$ cat src/rtl/fpm_pkg.sv
package fpm_pkg;
   typedef enum logic [1:0] {
      S_IDLE = 2'd0,
      S_PRE  = 2'd1,
      S_ACT  = 2'd2,
      S_COL  = 2'd3
   } fpm_state_t;

   function automatic int unsigned max2(input int unsigned a, input int unsigned b);
      return (a > b) ? a : b;
   endfunction
endpackage

$ cat src/rtl/fpm_addr_split.sv
module fpm_addr_split #(
   parameter int ROW_W = 4,
   parameter int COL_W = 4,
   parameter int MUX_W = 4
) (
   input  logic [ROW_W+COL_W-1:0] addr,
   output logic [MUX_W-1:0]       row_m,
   output logic [MUX_W-1:0]       col_m,
   output logic [ROW_W-1:0]       row_f
);
   assign row_f = addr[ROW_W+COL_W-1:COL_W];

   generate
      if (MUX_W > ROW_W) begin : g_row_pad
         assign row_m = {{(MUX_W-ROW_W){1'b0}}, addr[ROW_W+COL_W-1:COL_W]};
      end else begin : g_row_full
         assign row_m = addr[ROW_W+COL_W-1:COL_W];
      end
      if (MUX_W > COL_W) begin : g_col_pad
         assign col_m = {{(MUX_W-COL_W){1'b0}}, addr[COL_W-1:0]};
      end else begin : g_col_full
         assign col_m = addr[COL_W-1:0];
      end
   endgenerate
endmodule

$ cat src/rtl/fpm_row_tracker.sv
module fpm_row_tracker #(
   parameter int ROW_W = 4
) (
   input  logic             clk,
   input  logic             rst_n,
   input  logic             set,
   input  logic             clr,
   input  logic [ROW_W-1:0] set_row,
   input  logic [ROW_W-1:0] cmp_row,
   output logic             hit,
   output logic             open_vld
);
   logic [ROW_W-1:0] open_row;

   always_ff @(posedge clk or negedge rst_n) begin
      if (!rst_n) begin
         open_row <= '0;
         open_vld <= 1'b0;
      end else if (clr) begin
         open_vld <= 1'b0;
      end else if (set) begin
         open_row <= set_row;
         open_vld <= 1'b1;
      end
   end

   assign hit = open_vld && (cmp_row == open_row);

   // a row that has just been opened is the row that gets compared afterwards
   a_r3_open_row_kept: assert property (@(posedge clk) disable iff (!rst_n)
      (set && !clr) |=> (open_vld && open_row == $past(set_row)));
endmodule

$ cat src/rtl/fpm_timer.sv
module fpm_timer #(
   parameter int CNT_W = 3
) (
   input  logic             clk,
   input  logic             rst_n,
   input  logic             load,
   input  logic [CNT_W-1:0] load_val,
   output logic             zero
);
   logic [CNT_W-1:0] cnt;

   always_ff @(posedge clk or negedge rst_n) begin
      if (!rst_n)          cnt <= '0;
      else if (load)       cnt <= load_val;
      else if (cnt != '0)  cnt <= cnt - 1'b1;
   end

   assign zero = (cnt == '0);

   a_r2_timer_counts_down: assert property (@(posedge clk) disable iff (!rst_n)
      (!load && !zero) |=> (cnt == $past(cnt) - 1'b1));
endmodule

$ cat src/rtl/fpm_dram_ctrl.sv
module fpm_dram_ctrl
   import fpm_pkg::*;
#(
   parameter int ROW_W  = 4,
   parameter int COL_W  = 4,
   parameter int DATA_W = 8,
   parameter int T_PRE  = 2,
   parameter int T_RCD  = 2,
   parameter int T_CAS  = 2,
   localparam int ADDR_W = ROW_W + COL_W,
   localparam int MUX_W  = (ROW_W > COL_W) ? ROW_W : COL_W
) (
   input  logic              clk,
   input  logic              rst_n,
   input  logic              req_valid,
   output logic              req_ready,
   input  logic              req_write,
   input  logic [ADDR_W-1:0] req_addr,
   input  logic [DATA_W-1:0] req_wdata,
   output logic              rsp_valid,
   output logic [DATA_W-1:0] rsp_rdata,
   input  logic              close_row,
   output logic              dram_ras_n,
   output logic              dram_cas_n,
   output logic              dram_we_n,
   output logic [MUX_W-1:0]  dram_addr,
   output logic [DATA_W-1:0] dram_dq_out,
   output logic              dram_dq_oe,
   input  logic [DATA_W-1:0] dram_dq_in
);
   localparam int T_MAX = max2(max2(T_PRE, T_RCD), T_CAS);
   localparam int CNT_W = $clog2(T_MAX + 1);

   generate
      if (T_PRE < 1 || T_RCD < 1 || T_CAS < 1) begin : g_bad_timing
         $error("fpm_dram_ctrl: timing parameters must be at least 1");
      end
      if (ROW_W < 1 || COL_W < 1 || DATA_W < 1) begin : g_bad_width
         $error("fpm_dram_ctrl: widths must be at least 1");
      end
   endgenerate

   fpm_state_t       state, nstate;
   logic [MUX_W-1:0] row_q, col_q;
   logic [ROW_W-1:0] rowf_q;
   logic             wr_q, pend;
   logic [DATA_W-1:0] wdata_q, rdata_q;
   logic             rsp_q;

   logic [MUX_W-1:0] req_row_m, req_col_m;
   logic [ROW_W-1:0] req_row_f;
   logic             hit, open_vld;
   logic             trk_set, trk_clr;
   logic [ROW_W-1:0] set_row;
   logic             tmr_load, tmr_zero;
   logic [CNT_W-1:0] tmr_val;
   logic             accept;

   fpm_addr_split #(.ROW_W(ROW_W), .COL_W(COL_W), .MUX_W(MUX_W)) u_split (
      .addr  (req_addr),
      .row_m (req_row_m),
      .col_m (req_col_m),
      .row_f (req_row_f)
   );

   fpm_row_tracker #(.ROW_W(ROW_W)) u_track (
      .clk      (clk),
      .rst_n    (rst_n),
      .set      (trk_set),
      .clr      (trk_clr),
      .set_row  (set_row),
      .cmp_row  (req_row_f),
      .hit      (hit),
      .open_vld (open_vld)
   );

   fpm_timer #(.CNT_W(CNT_W)) u_timer (
      .clk      (clk),
      .rst_n    (rst_n),
      .load     (tmr_load),
      .load_val (tmr_val),
      .zero     (tmr_zero)
   );

   assign req_ready = (state == S_IDLE) && !close_row;
   assign set_row   = (state == S_IDLE) ? req_row_f : rowf_q;

   always_comb begin
      nstate   = state;
      tmr_load = 1'b0;
      tmr_val  = '0;
      trk_set  = 1'b0;
      trk_clr  = 1'b0;
      accept   = 1'b0;
      unique case (state)
         S_IDLE: begin
            if (close_row) begin
               if (open_vld) begin
                  nstate   = S_PRE;
                  tmr_load = 1'b1;
                  tmr_val  = CNT_W'(T_PRE - 1);
                  trk_clr  = 1'b1;
               end
            end else if (req_valid) begin
               accept = 1'b1;
               if (hit) begin
                  nstate   = S_COL;
                  tmr_load = 1'b1;
                  tmr_val  = CNT_W'(T_CAS - 1);
               end else if (open_vld) begin
                  nstate   = S_PRE;
                  tmr_load = 1'b1;
                  tmr_val  = CNT_W'(T_PRE - 1);
                  trk_clr  = 1'b1;
               end else begin
                  nstate   = S_ACT;
                  tmr_load = 1'b1;
                  tmr_val  = CNT_W'(T_RCD - 1);
                  trk_set  = 1'b1;
               end
            end
         end
         S_PRE: begin
            if (tmr_zero) begin
               if (pend) begin
                  nstate   = S_ACT;
                  tmr_load = 1'b1;
                  tmr_val  = CNT_W'(T_RCD - 1);
                  trk_set  = 1'b1;
               end else begin
                  nstate = S_IDLE;
               end
            end
         end
         S_ACT: begin
            if (tmr_zero) begin
               nstate   = S_COL;
               tmr_load = 1'b1;
               tmr_val  = CNT_W'(T_CAS - 1);
            end
         end
         S_COL: begin
            if (tmr_zero) nstate = S_IDLE;
         end
         default: nstate = S_IDLE;
      endcase
   end

   always_ff @(posedge clk or negedge rst_n) begin
      if (!rst_n) begin
         state   <= S_IDLE;
         row_q   <= '0;
         col_q   <= '0;
         rowf_q  <= '0;
         wr_q    <= 1'b0;
         wdata_q <= '0;
         pend    <= 1'b0;
         rsp_q   <= 1'b0;
         rdata_q <= '0;
      end else begin
         state <= nstate;
         rsp_q <= 1'b0;
         if (accept) begin
            row_q   <= req_row_m;
            col_q   <= req_col_m;
            rowf_q  <= req_row_f;
            wr_q    <= req_write;
            wdata_q <= req_wdata;
            pend    <= 1'b1;
         end else if (state == S_COL && tmr_zero) begin
            pend <= 1'b0;
            if (!wr_q) begin
               rsp_q   <= 1'b1;
               rdata_q <= dram_dq_in;
            end
         end
      end
   end

   assign dram_ras_n  = !((state == S_ACT) || (state == S_COL) || (state == S_IDLE && open_vld));
   assign dram_cas_n  = (state != S_COL);
   assign dram_we_n   = !((state == S_COL) && wr_q);
   assign dram_dq_oe  = (state == S_COL) && wr_q;
   assign dram_dq_out = wdata_q;
   assign dram_addr   = (state == S_COL) ? col_q : row_q;
   assign rsp_valid   = rsp_q;
   assign rsp_rdata   = rdata_q;

   // column strobe only inside an open row, write enable only with column strobe
   a_r8_cas_inside_ras: assert property (@(posedge clk) disable iff (!rst_n)
      !dram_cas_n |-> !dram_ras_n);
   a_r8_we_inside_cas: assert property (@(posedge clk) disable iff (!rst_n)
      !dram_we_n |-> !dram_cas_n);
   // column address held steady through the column phase
   a_r1_col_addr_stable: assert property (@(posedge clk) disable iff (!rst_n)
      (!dram_cas_n && $past(!dram_cas_n)) |-> $stable(dram_addr));
   // read strobe lasts one cycle
   a_r5_rsp_one_cycle: assert property (@(posedge clk) disable iff (!rst_n)
      rsp_valid |=> !rsp_valid);
   // close while idle leaves the row strobe high next cycle
   a_r7_close_raises_ras: assert property (@(posedge clk) disable iff (!rst_n)
      (close_row && state == S_IDLE) |=> dram_ras_n);
   // accepted hit keeps the row strobe low into the column phase
   a_r3_hit_no_reopen: assert property (@(posedge clk) disable iff (!rst_n)
      (req_valid && req_ready && hit) |=> (!dram_ras_n && !dram_cas_n));
   // write data driven while writing
   a_r6_write_drives: assert property (@(posedge clk) disable iff (!rst_n)
      !dram_we_n |-> dram_dq_oe);
endmodule

$ cat config.mk
export PLATFORM = sky130hd
export DESIGN_NAME = fpm_dram_ctrl
export DESIGN_NICKNAME = d
export VERILOG_FILES = /design/src/rtl/fpm_pkg.sv /design/src/rtl/fpm_addr_split.sv /design/src/rtl/fpm_row_tracker.sv /design/src/rtl/fpm_timer.sv /design/src/rtl/fpm_dram_ctrl.sv
export SDC_FILE = /design/constraint.sdc
export NUM_CORES = 1
export LEC_CHECK = 0
export ABC_CLOCK_PERIOD_IN_PS = 2600
export BUFFER_PORTS_ARGS = -buffer_cell sky130_fd_sc_hd__buf_2
export CAP_MARGIN = 20
export CORE_MARGIN = 4
export CORE_UTILIZATION = 53
export CTS_CLUSTER_DIAMETER = 40
export DETAILED_ROUTE_END_ITERATION = 10
export PLACE_DENSITY = 0.83
export SETUP_SLACK_MARGIN = 0.1
export SYNTH_ARGS = -nofsm -noshare
export SYNTH_HDL_FRONTEND = slang
export SYNTH_SLANG_ARGS = --single-unit
$ cat constraint.sdc
create_clock -name clk -period 2.6 [get_ports clk]
set_input_delay 0.65 -clock clk [delete_from_list [all_inputs] [get_ports clk]]
set_output_delay 0.65 -clock clk [all_outputs]
set_load 0.05 [all_outputs]
After elaboration in Yosys (flattened, before gate mapping)
Index checks and enable logic that the tools add are counted.
Storage, ports and cells
  register bits: 36
  input bits: 29
  output and inout port bits: 26
  word-level logic and storage cells: 90
Cells by class
  add/sub/neg operators: 1
  equality and inequality tests: 10
  multiplexer cells: 46
  bitwise logic cells: 3
  reductions and logical operators: 19
Operators with widths (count)
  $mux W1: 28
  $mux W2: 12
  $mux W4: 2
  $ne A2 B2 Y1 const B: 4
  $pmux W2 S4: 1
  $reduce_bool A2 Y1: 4
  $pmux W2 S3: 1
  $logic_and A1 B1 Y1: 5
  $reduce_and A5 Y1: 1
  $eq A2 B2 Y1 const B: 2
  $eq A4 B4 Y1: 1
  $logic_not A2 Y1: 2
  $logic_not A1 Y1: 3
  $ne A3 B2 Y1 const B: 1
  $ne A3 B3 Y1 const B: 1
  $not A1 Y1: 3
  $pmux W1 S3: 1
  $reduce_and A3 Y1: 1
  $eq A2 B1 Y1 const B: 1
  $logic_or A1 B1 Y1: 2
  $pmux W1 S2: 1
  $reduce_and A2 Y1: 1
  $sub A2 B1 Y2 const B: 1

Logic depth before layout (Yosys ltp)
Gate-level depths: netlist of the first run.
  depth after elaboration: 8
  gate-level depth with buffers: 7
  gate-level depth less buffers: 5

Modules after synthesis
From an unflattened synthesis of the first run, not the netlist that was laid out.
Second synthesis, totals
  cells, all modules: 147
  area, all modules: 2019.4 um2
By module, submodules not included
  fpm_dram_ctrl: times used 1, cells each 105, area each 1572.8 um2, seq. area each 825.8 um2
  fpm_row_tracker: times used 1, cells each 18, area each 242.7 um2, seq. area each 125.1 um2
  fpm_timer: times used 1, cells each 12, area each 113.9 um2, seq. area each 50.0 um2
  fpm_addr_split: times used 1, cells each 12, area each 90.1 um2, seq. area each 0.0 um2

Worst setup path before layout of the first run
OpenSTA, ideal clock, no wires.
  path kind: register -> output
  start point: register state[1]
  end point: output req_ready
  data arrival time: 1.759 ns
  required time: 1.950 ns
  path slack: 0.191 ns
  cell stages (with the launch flop): 4
  buffers on the path: 2
  cell sequence: dfrtp_1 > buf_6 > clkbuf_1 > nor3_1
Between the ends
  word-level cells in the longest chain between the ends: 2
RTL lines
  start: declaration: line fpm_dram_ctrl.sv:43  | fpm_state_t state, nstate;
  start signal: assignment: line fpm_dram_ctrl.sv:161  | state <= nstate;
  $logic_not A2 Y1: line fpm_dram_ctrl.sv:85  | assign req_ready = (state == S_IDLE) && !close_row;
  $logic_and A1 B1 Y1: line fpm_dram_ctrl.sv:85
  end: declaration: line fpm_dram_ctrl.sv:16  | output logic req_ready,
Every way passes these cells.

Worst setup path after layout of the first run
  start point: register state[0]
  end point: output dram_addr[3]
Between the ends
  word-level cells in the longest chain between the ends: 2
RTL lines
  $eq A2 B2 Y1: line fpm_dram_ctrl.sv:185  | assign dram_addr = (state == S_COL) ? col_q : row_q;
  $mux W4: line fpm_dram_ctrl.sv:185
  end: declaration: line fpm_dram_ctrl.sv:26  | output logic [MUX_W-1:0] dram_addr,
Every way passes these cells.

==> run_results.csv, run 1 <==
group,metric,value,unit
outcome,status,"completed",
timing,fin_skew,0.004348,ns
global_route,antenna_found_initial,0,
timing,slew_headroom,48.63,%
critical_path,slowest_stage,"dfrtp_1",
global_route,first_global_vias,1225,
final_layout,nNetsFinal,244,
timing,rsz0062_at_grt,"false",
floorplan,die-area,0.004157,mm2
global_route,grtUsageMet1,24.51,%
clock_tree,cts.sinks,36,
synthesis,synth-seq-area-share,53.29,%
drt,vias,1246,
clock_tree,post_cts_buffers,0,
critical_path,critPathLaunch,"state[0]",
drt,post_drt_via_cell_ratio,4.811,
floorplan,io_pins,55,
placement,post-place-ws,0.4436,ns
worst_hold_path,hold_path.class,"in2async",
placement,placed_area,0.001976,mm2
global_route,use_met2,28.61,%
drt,routedWlPerCell,13.15,um
timing,hold_violations,0,
critical_path,end_kind,"primary output",
critical_path,crit_type,"reg2out",
clock_tree,insertion_delay,0.34,ns
critical_path,cp-start-kind,"flop",
timing,finalCriticalPeriod,2.346,ns
clock_tree,clock_path_buffers,2,
clock_tree,path_clk_slew,0.10,ns
timing,slew_viol_final,0,
power,power_density,1469,mW/mm2
final_layout,final_layout_size_suffix_gt1_share,40.93,%
floorplan,die_w,64.48,um
power,peakVddDrop,0.7755,mV
critical_path,reg2reg_slack,0.62,ns
synthesis,synth_edf_count,0,
drt,drt_iter0_drc,40,
synthesis,yosys_warnings,0,
timing,setup_slack,0.2539,ns
drt,firstDrtPassIters,4,
critical_path,required,1.95,ns
placement,placement.io_buffers,54,
synthesis,async_flop_share,100.0,%
critical_path,crit_end,"dram_addr[3]",
power,leakagePower,1.076,nW
drt,drt.antenna.violating_nets,0,
global_route,grt_pass1_wl,5830,um
placement,hpwl,2520,um
critical_path,rr_worst_depth,3,
timing,fmax,426.2,MHz
clock_tree,cts_max_level,2,
final_layout,fin_area,0.002036,mm2
timing,min_period_over_period,90.24,%
drt,wirelength,3405,um
floorplan,die_y,64.48,um
critical_path,r2r-start,"state[0]",
global_route,track_usage,18.38,%
global_route,gr-total-overflow,0,
flow_run,drv_cap,0,
clock_tree,numCtsBuffers,5,
floorplan,initial_core_util,55.37,%
synthesis,synth_area,0.001690,mm2
final_layout,antennaDiodeCount,0,
clock_tree,root_buffer,"clkbuf_4",
drt,route.detailed.drc,0,
placement,gp_congestion,0.8138,
global_route,grt_max_degree,37,
clock_tree,cts_tree,"yes",
final_layout,fin_util,66.68,%
critical_path,worstReg2RegEnd,"u_track.open_row[1]",
critical_path,max_stage_delay,0.59,ns
critical_path,critPathArrivalTime,1.70,ns
critical_path,crit_path_max_fanout,13,
timing,setup_tns,0,ns
global_route,met3_usage,6.066,%
timing,setup_viol,0,
final_layout,area_growth,20.43,%
synthesis,synthesis.nets,190,
floorplan,core_area,0.003053,mm2
synthesis,avgSynthCellArea,10.56,um2
power,total_power,2.990,mW
critical_path,crit_chain,"nand2_1 -> mux2_2 -> buf_2",
global_route,grt-busiest-layer,"met2",
timing,tightest_slew,0.7705,ns
synthesis,ys_types,30,
synthesis,ys_ff_latch,36,
synthesis,syn-instance-count,160,
floorplan,fp-row-count,20,
synthesis,ys.flop_type,"dfrtp_1",
[worst min-delay path by stage]
stage / from / endpoint / slack [ns] / cells past startpoint
floorplan: rst_n / col_q[0] / 0.35 / 0
global placement: pend / pend / 0.46 / 2
detailed placement: dram_dq_out[6] / dram_dq_out[6] / 0.46 / 2
CTS: rst_n / u_track.open_vld / 0.40 / 1
global route: rst_n / u_track.open_row[3] / 0.41 / 1
finish: rst_n / u_track.open_row[0] / 0.38 / 1
[metrics by stage]
stage          hold slack, ns  cells
3_5_place_dp           0.4636    251
6_report               0.3757    259
5_1_grt                0.4145    259
4_1_cts                0.3966    259
2_1_floorplan          0.3544    160
3_3_place_gp           0.4555    251
[power by group]
part	switching, mW	leakage (nW)	internal [mW]
Sequential	0.206	0.439	0.827
Combinational	1.12	0.604	0.526
Clock	0.176	0.0326	0.133
Total	1.50	1.08	1.49
[synth_stat cells, types with 2 or more instances]
cell type | instances | area share [%]
xor2_1 | 4 | 2.1
nand2_1 | 57 | 13
nor2_1 | 3 | 0.67
nor3_1 | 2 | 0.59
a21oi_1 | 2 | 0.59
buf_2 | 5 | 1.5
mux2_2 | 17 | 11
mux2_4 | 4 | 3.6
o21ai_0 | 4 | 1.2
nand3_1 | 2 | 0.59
inv_1 | 6 | 1.3
dfrtp_1 | 36 | 53
[critical path, delay by kind of cell (launching register included)]
family,cells,cell delay (ns)
simple gates,1,0.23
buf+inv,1,0.21
flops,1,0.59
mux,1,0.32
[layer usage]
metal  up-vias  share of wire, %
met5         -                 0
met4         0               1.0
met3         3               6.0
met2        33                48
met1       572                45
li1        638                 -
[flip-flops by register name (all words and copies together), names as in the netlist, 2 cells and up]
register	cells
col_q	4
dram_dq_out	8
rowf_q	4
rsp_rdata	8
state	2
u_timer.cnt	2
u_track.open_row	4
[cell usage in the layout, fill, tap and decap left out, drive strengths merged, types with 2 or more instances in the layout]
| cell type | netlist | final |
|---|---|---|
| nand2 | 57 | 57 |
| nor2 | 3 | 3 |
| a21oi | 2 | 2 |
| nand3 | 2 | 2 |
| o21ai | 4 | 4 |
| clkbuf | 1 | 8 |
| nor3 | 2 | 2 |
| inv | 6 | 6 |
| xor2 | 4 | 4 |
| mux2 | 21 | 21 |
| buf | 7 | 55 |
| dfrtp | 36 | 36 |
[cell type report]
cell class | count | area [um2]
repair buffers | 55 | 277.8
inverters | 6 | 22.52
clock buffers | 8 | 58.81
flip-flops and latches | 36 | 902.1
multi-input cells | 110 | 719.4
well taps | 44 | 55.05
fillers | 267 | 1017
[cells by family after synthesis]
logic type | Yosys count | share of synthesized area, %
AO/OA/AOI/OAI | 14 | 6.959
XOR/XNOR | 4 | 2.072
adder cells (fa/ha/maj) | 1 | 0.7401
buffers and inverters | 14 | 4.145
flip-flops | 36 | 53.29
multiplexers | 21 | 14.88
AND/OR/NAND/NOR | 70 | 17.91
[repair_timing]
item	CTS	global route
hold buffers	0	0
endpoints found under the setup margin	0	4
gates resized for setup	0	1
Power figures use the tool's default switching activity.
==> inputs of run 2 (changes only) <==
--- a/config.mk
+++ b/config.mk
@@ -12,6 +12,7 @@
 export CORE_UTILIZATION = 53
 export CTS_CLUSTER_DIAMETER = 40
 export DETAILED_ROUTE_END_ITERATION = 10
+export MAX_ROUTING_LAYER = met4
 export PLACE_DENSITY = 0.83
 export SETUP_SLACK_MARGIN = 0.1
 export SYNTH_ARGS = -nofsm -noshare
==> run_results.csv, run 2 (synthesis results as in run 1) <==
group,metric,value,unit
critical_path,worstReg2RegEnd,"u_track.open_row[1]",
placement,placement.io_buffers,54,
floorplan,die_w,64.48,um
final_layout,nNetsFinal,244,
clock_tree,cts.sinks,36,
global_route,gr-total-overflow,0,
drt,drt.antenna.violating_nets,0,
clock_tree,path_clk_slew,0.11,ns
global_route,grt_max_degree,37,
global_route,first_global_vias,1222,
drt,wirelength,3416,um
final_layout,fin_cells,259,
critical_path,path_depth,3,
outcome,status,"completed",
clock_tree,clock_path_buffers,2,
floorplan,die_y,64.48,um
drt,route.detailed.drc,0,
critical_path,slowest_stage,"dfrtp_1",
critical_path,crit_type,"reg2out",
final_layout,antennaDiodeCount,0,
drt,firstDrtPassIters,4,
critical_path,max_stage_delay,0.59,ns
floorplan,core_area,0.003053,mm2
final_layout,fin_util,66.68,%
critical_path,critPathArrivalTime,1.71,ns
critical_path,crit_path_max_fanout,13,
floorplan,io_pins,55,
power,peakVddDrop,0.7757,mV
global_route,antenna_found_initial,0,
clock_tree,insertion_delay,0.34,ns
drt,routedWlPerCell,13.19,um
timing,fmax,424.0,MHz
timing,slew_viol_final,0,
timing,hold_violations,0,
placement,place_inst,251,
drt,drt_iter0_drc,42,
global_route,track_usage,18.89,%
final_layout,area_growth,20.43,%
floorplan,fp-row-count,20,
critical_path,rr_worst_depth,3,
drt,vias,1263,
critical_path,cp-start-kind,"flop",
worst_hold_path,hold_path.class,"in2async",
critical_path,cp_top_family,"flip-flops",
timing,slew_headroom,48.87,%
critical_path,crit_chain,"nand2_1 -> mux2_2 -> buf_2",
placement,hpwl,2520,um
timing,min_period_over_period,90.72,%
timing,tightest_slew,0.7669,ns
power,power_density,1471,mW/mm2
critical_path,end_kind,"primary output",
floorplan,die-area,0.004157,mm2
critical_path,path_buf_inv,1,
final_layout,final_common_cell,"nand2_1",
timing,setup_viol,0,
critical_path,required,1.95,ns
clock_tree,root_buffer,"clkbuf_4",
final_layout,final_layout_size_suffix_gt1_share,40.93,%
clock_tree,numCtsBuffers,5,
timing,rsz0062_at_grt,"false",
clock_tree,cts_max_level,2,
timing,whs,0.3703,ns
critical_path,r2r-start,"state[0]",
timing,fin_skew,0.007467,ns
timing,setup_tns,0,ns
final_layout,fin_area,0.002036,mm2
clock_tree,cts_tree,"yes",
drt,post_drt_via_cell_ratio,4.876,
floorplan,initial_core_util,55.37,%
power,leakagePower,1.076,nW
global_route,grt_pass1_wl,5837,um
critical_path,reg2reg_slack,0.61,ns
flow_run,drv_cap,0,
placement,gp_congestion,0.8258,
placement,placed_area,0.001976,mm2
final_layout,mostFrequentLayoutCells,"57 x nand2_1, 54 x buf_2, 35 x dfrtp_1",
timing,finalCriticalPeriod,2.359,ns
-- run 2: cell counts in the layout (fill, tap and decap cells not counted) --
Identical to the previous run, type by type.
-- run 2: worst max path at each step --
| stage | start | end |
|---|---|---|
| 6_report | state[0] | dram_addr[2] |
| 4_1_cts | state[1] | dram_addr[2] |
| 2_1_floorplan | state[1] | req_ready |
| 3_5_place_dp | close_row | u_track.open_row[1] |
| 3_3_place_gp | close_row | u_track.open_row[1] |
| 5_1_grt | state[0] | dram_addr[0] |
-- run 2: what timing repair did --
action,4_1_cts,5_1_grt
setup buffers,0,0
gates resized for setup,0,1
hold buffers,0,0
endpoints found under the setup margin,0,4
hold endpoints to repair,0,0
-- run 2: metrics by stage --
stage               setup slack (ns)  power [mW]
finish                        0.2413       2.994
floorplan                     0.1909       2.354
global route                  0.1162       3.202
detailed placement            0.4436       2.702
global placement              0.4741       2.657
CTS                           0.1802       3.017
-- run 2: worst register-to-register path, cell delays in order, from the launching register on --
cell	delay (ns)
dfrtp_1	0.53
or4b_4	0.73
o2bb2ai_4	0.28
mux2_4	0.33
-- run 2: per-layer routing --
layer	routed length, um	GRT usage, %	up-vias
li1	-	-	638
met1	1532	24.63	580
met2	1640	28.99	40
met3	201	5.373	5
met4	42	5.541	0
met5	0	-	-
-- run 2: final cells by class --
| class | count | area [um2] |
|---|---|---|
| inverter | 6 | 22.52 |
| multi-input combinational | 110 | 719.4 |
| sequential | 36 | 902.1 |
| clock buffer | 8 | 58.81 |
| tap | 44 | 55.05 |
| timing repair buffer | 55 | 277.8 |
| fill | 267 | 1017 |
-- run 2: where the power goes --
part	switching (mW)	internal (mW)	total (mW)
Sequential	0.206	0.827	1.03
Combinational	1.12	0.526	1.65
Clock	0.178	0.133	0.312
Total	1.51	1.49	2.99
==> inputs of run 3 (changes only) <==
--- a/config.mk
+++ b/config.mk
@@ -12,6 +12,7 @@
 export CORE_UTILIZATION = 53
 export CTS_CLUSTER_DIAMETER = 40
 export DETAILED_ROUTE_END_ITERATION = 10
+export GPL_TIMING_DRIVEN = 0
 export MAX_ROUTING_LAYER = met4
 export PLACE_DENSITY = 0.83
 export SETUP_SLACK_MARGIN = 0.1
==> run_results.csv, run 3 (synthesis results as in run 1) <==
group,metric,value,unit
outcome,status,"completed",
clock_tree,cts_tree,"yes",
global_route,grt_max_degree,37,
timing,fmax,421.1,MHz
clock_tree,insertion_delay,0.34,ns
clock_tree,cts_max_level,2,
final_layout,final_layout_size_suffix_gt1_share,41.89,%
drt,drt_iter0_drc,60,
floorplan,io_pins,55,
timing,hold_violations,0,
drt,vias,1312,
floorplan,die-area,0.004157,mm2
final_layout,antennaDiodeCount,0,
timing,min_period_over_period,91.33,%
timing,tightest_slew,0.7737,ns
drt,drt.antenna.violating_nets,0,
placement,gp_congestion,0.8010,
drt,route.detailed.drc,0,
worst_hold_path,hold_path.class,"in2async",
timing,rsz0062_at_grt,"false",
critical_path,crit_path_max_fanout,10,
power,leakagePower,1.100,nW
critical_path,end_kind,"primary output",
floorplan,die_w,64.48,um
placement,placement.io_buffers,54,
clock_tree,holdBufCountCts,0,
final_layout,n_fill_cell,267,
drt,firstDrtPassIters,4,
timing,slew_headroom,48.29,%
clock_tree,root_buffer,"clkbuf_4",
clock_tree,post_cts_buffers,0,
timing,fin_skew,0.01212,ns
critical_path,required,1.95,ns
power,power_density,1454,mW/mm2
final_layout,final_common_cell,"buf_2",
floorplan,fp-row-count,20,
timing,slew_viol_final,0,
drt,routedWlPerCell,12.66,um
final_layout,seqCellArea,900.9,um2
critical_path,crit_type,"reg2out",
clock_tree,numCtsBuffers,5,
final_layout,mostFrequentLayoutCells,"59 x buf_2, 57 x nand2_1, 36 x dfrtp_1",
flow_run,drv_cap,0,
critical_path,critPathArrivalTime,1.72,ns
global_route,track_usage,19.50,%
timing,finalCriticalPeriod,2.375,ns
global_route,grt_pass1_wl,5982,um
final_layout,multi_input_area,719.4,um2
final_layout,area_growth,22.72,%
clock_tree,path_clk_slew,0.10,ns
final_layout,fin_util,67.95,%
critical_path,cp-start-kind,"flop",
timing,setup_viol,0,
critical_path,rr_worst_depth,5,
drt,post_drt_via_cell_ratio,4.932,
floorplan,initial_core_util,55.37,%
final_layout,nNetsFinal,251,
global_route,first_global_vias,1384,
global_route,antenna_found_initial,0,
final_layout,fin_cells,266,
drt,wirelength,3367,um
clock_tree,cts.repair.resized,0,
placement,place_inst,258,
power,total_power,3.017,mW
floorplan,die_y,64.48,um
power,peakVddDrop,0.8400,mV
placement,hpwl,2488,um
global_route,gr-total-overflow,0,
clock_tree,clock_path_buffers,2,
timing,setup_tns,0,ns
clock_tree,cts.sinks,36,
floorplan,core_area,0.003053,mm2
[run 3: cell count changes in the layout (fill, tap and decap cells not counted)]
cell / delta
clkbuf_1: +1
buf_6: +1
dfrtp_2: -1
dfrtp_1: +1
buf_2: +5
[run 3: final cells by class]
class / instances / share of cell area, %
clock buffers: 8 / 2.835
plain buffers: 8 / 2.292
repair buffers: 54 / 13.03
flip-flops and latches: 36 / 43.43
multi-input cells: 110 / 34.68
inverters: 6 / 1.086
well taps: 44 / 2.654
[run 3: path summary, 6_finish.rpt]
path                                 from                  end  slack (ns)
setup / recovery                 state[0]         dram_addr[3]        0.23
hold / removal                      rst_n  u_track.open_row[1]        0.37
setup reg to reg                 state[0]       dram_dq_out[0]        0.77
hold reg to reg            dram_dq_out[4]       dram_dq_out[4]        0.48
max in group asynchronous           rst_n         rsp_rdata[1]        1.74
min in group clk           dram_dq_out[4]       dram_dq_out[4]        0.48
[run 3: report_power, final]
| part | switching (mW) | internal [mW] |
|---|---|---|
| Sequential | 0.156 | 0.826 |
| Combinational | 1.18 | 0.554 |
| Clock | 0.172 | 0.133 |
| Total | 1.50 | 1.51 |
[run 3: through the flow]
| step | worst slack (ns) | hold slack [ns] | area (um2) |
|---|---|---|---|
| after floorplan | 0.1909 | 0.3544 | 1690 |
| after global placement | 0.5968 | 0.4546 | 2016 |
| after detailed placement | 0.5924 | 0.4578 | 2016 |
| after CTS | 0.2200 | 0.3828 | 2074 |
| after global routing | 0.1188 | 0.4204 | 2074 |
| final | 0.2254 | 0.3686 | 2074 |
[run 3: per-layer routing]
metal  GRT usage (%)  part of all wire, %  vias up
met5               -                    0        -
met4           9.235                  2.0        0
met3           6.412                  6.4        7
met2           31.31                   49       30
met1           22.11                   42      622
li1                -                    -      653
[run 3: worst max-delay path, stage by stage, from the launching register on]
cell	delay, ns
dfrtp_1	0.42
buf_2	0.20
nand2_1	0.19
mux2_2	0.36
buf_2	0.21
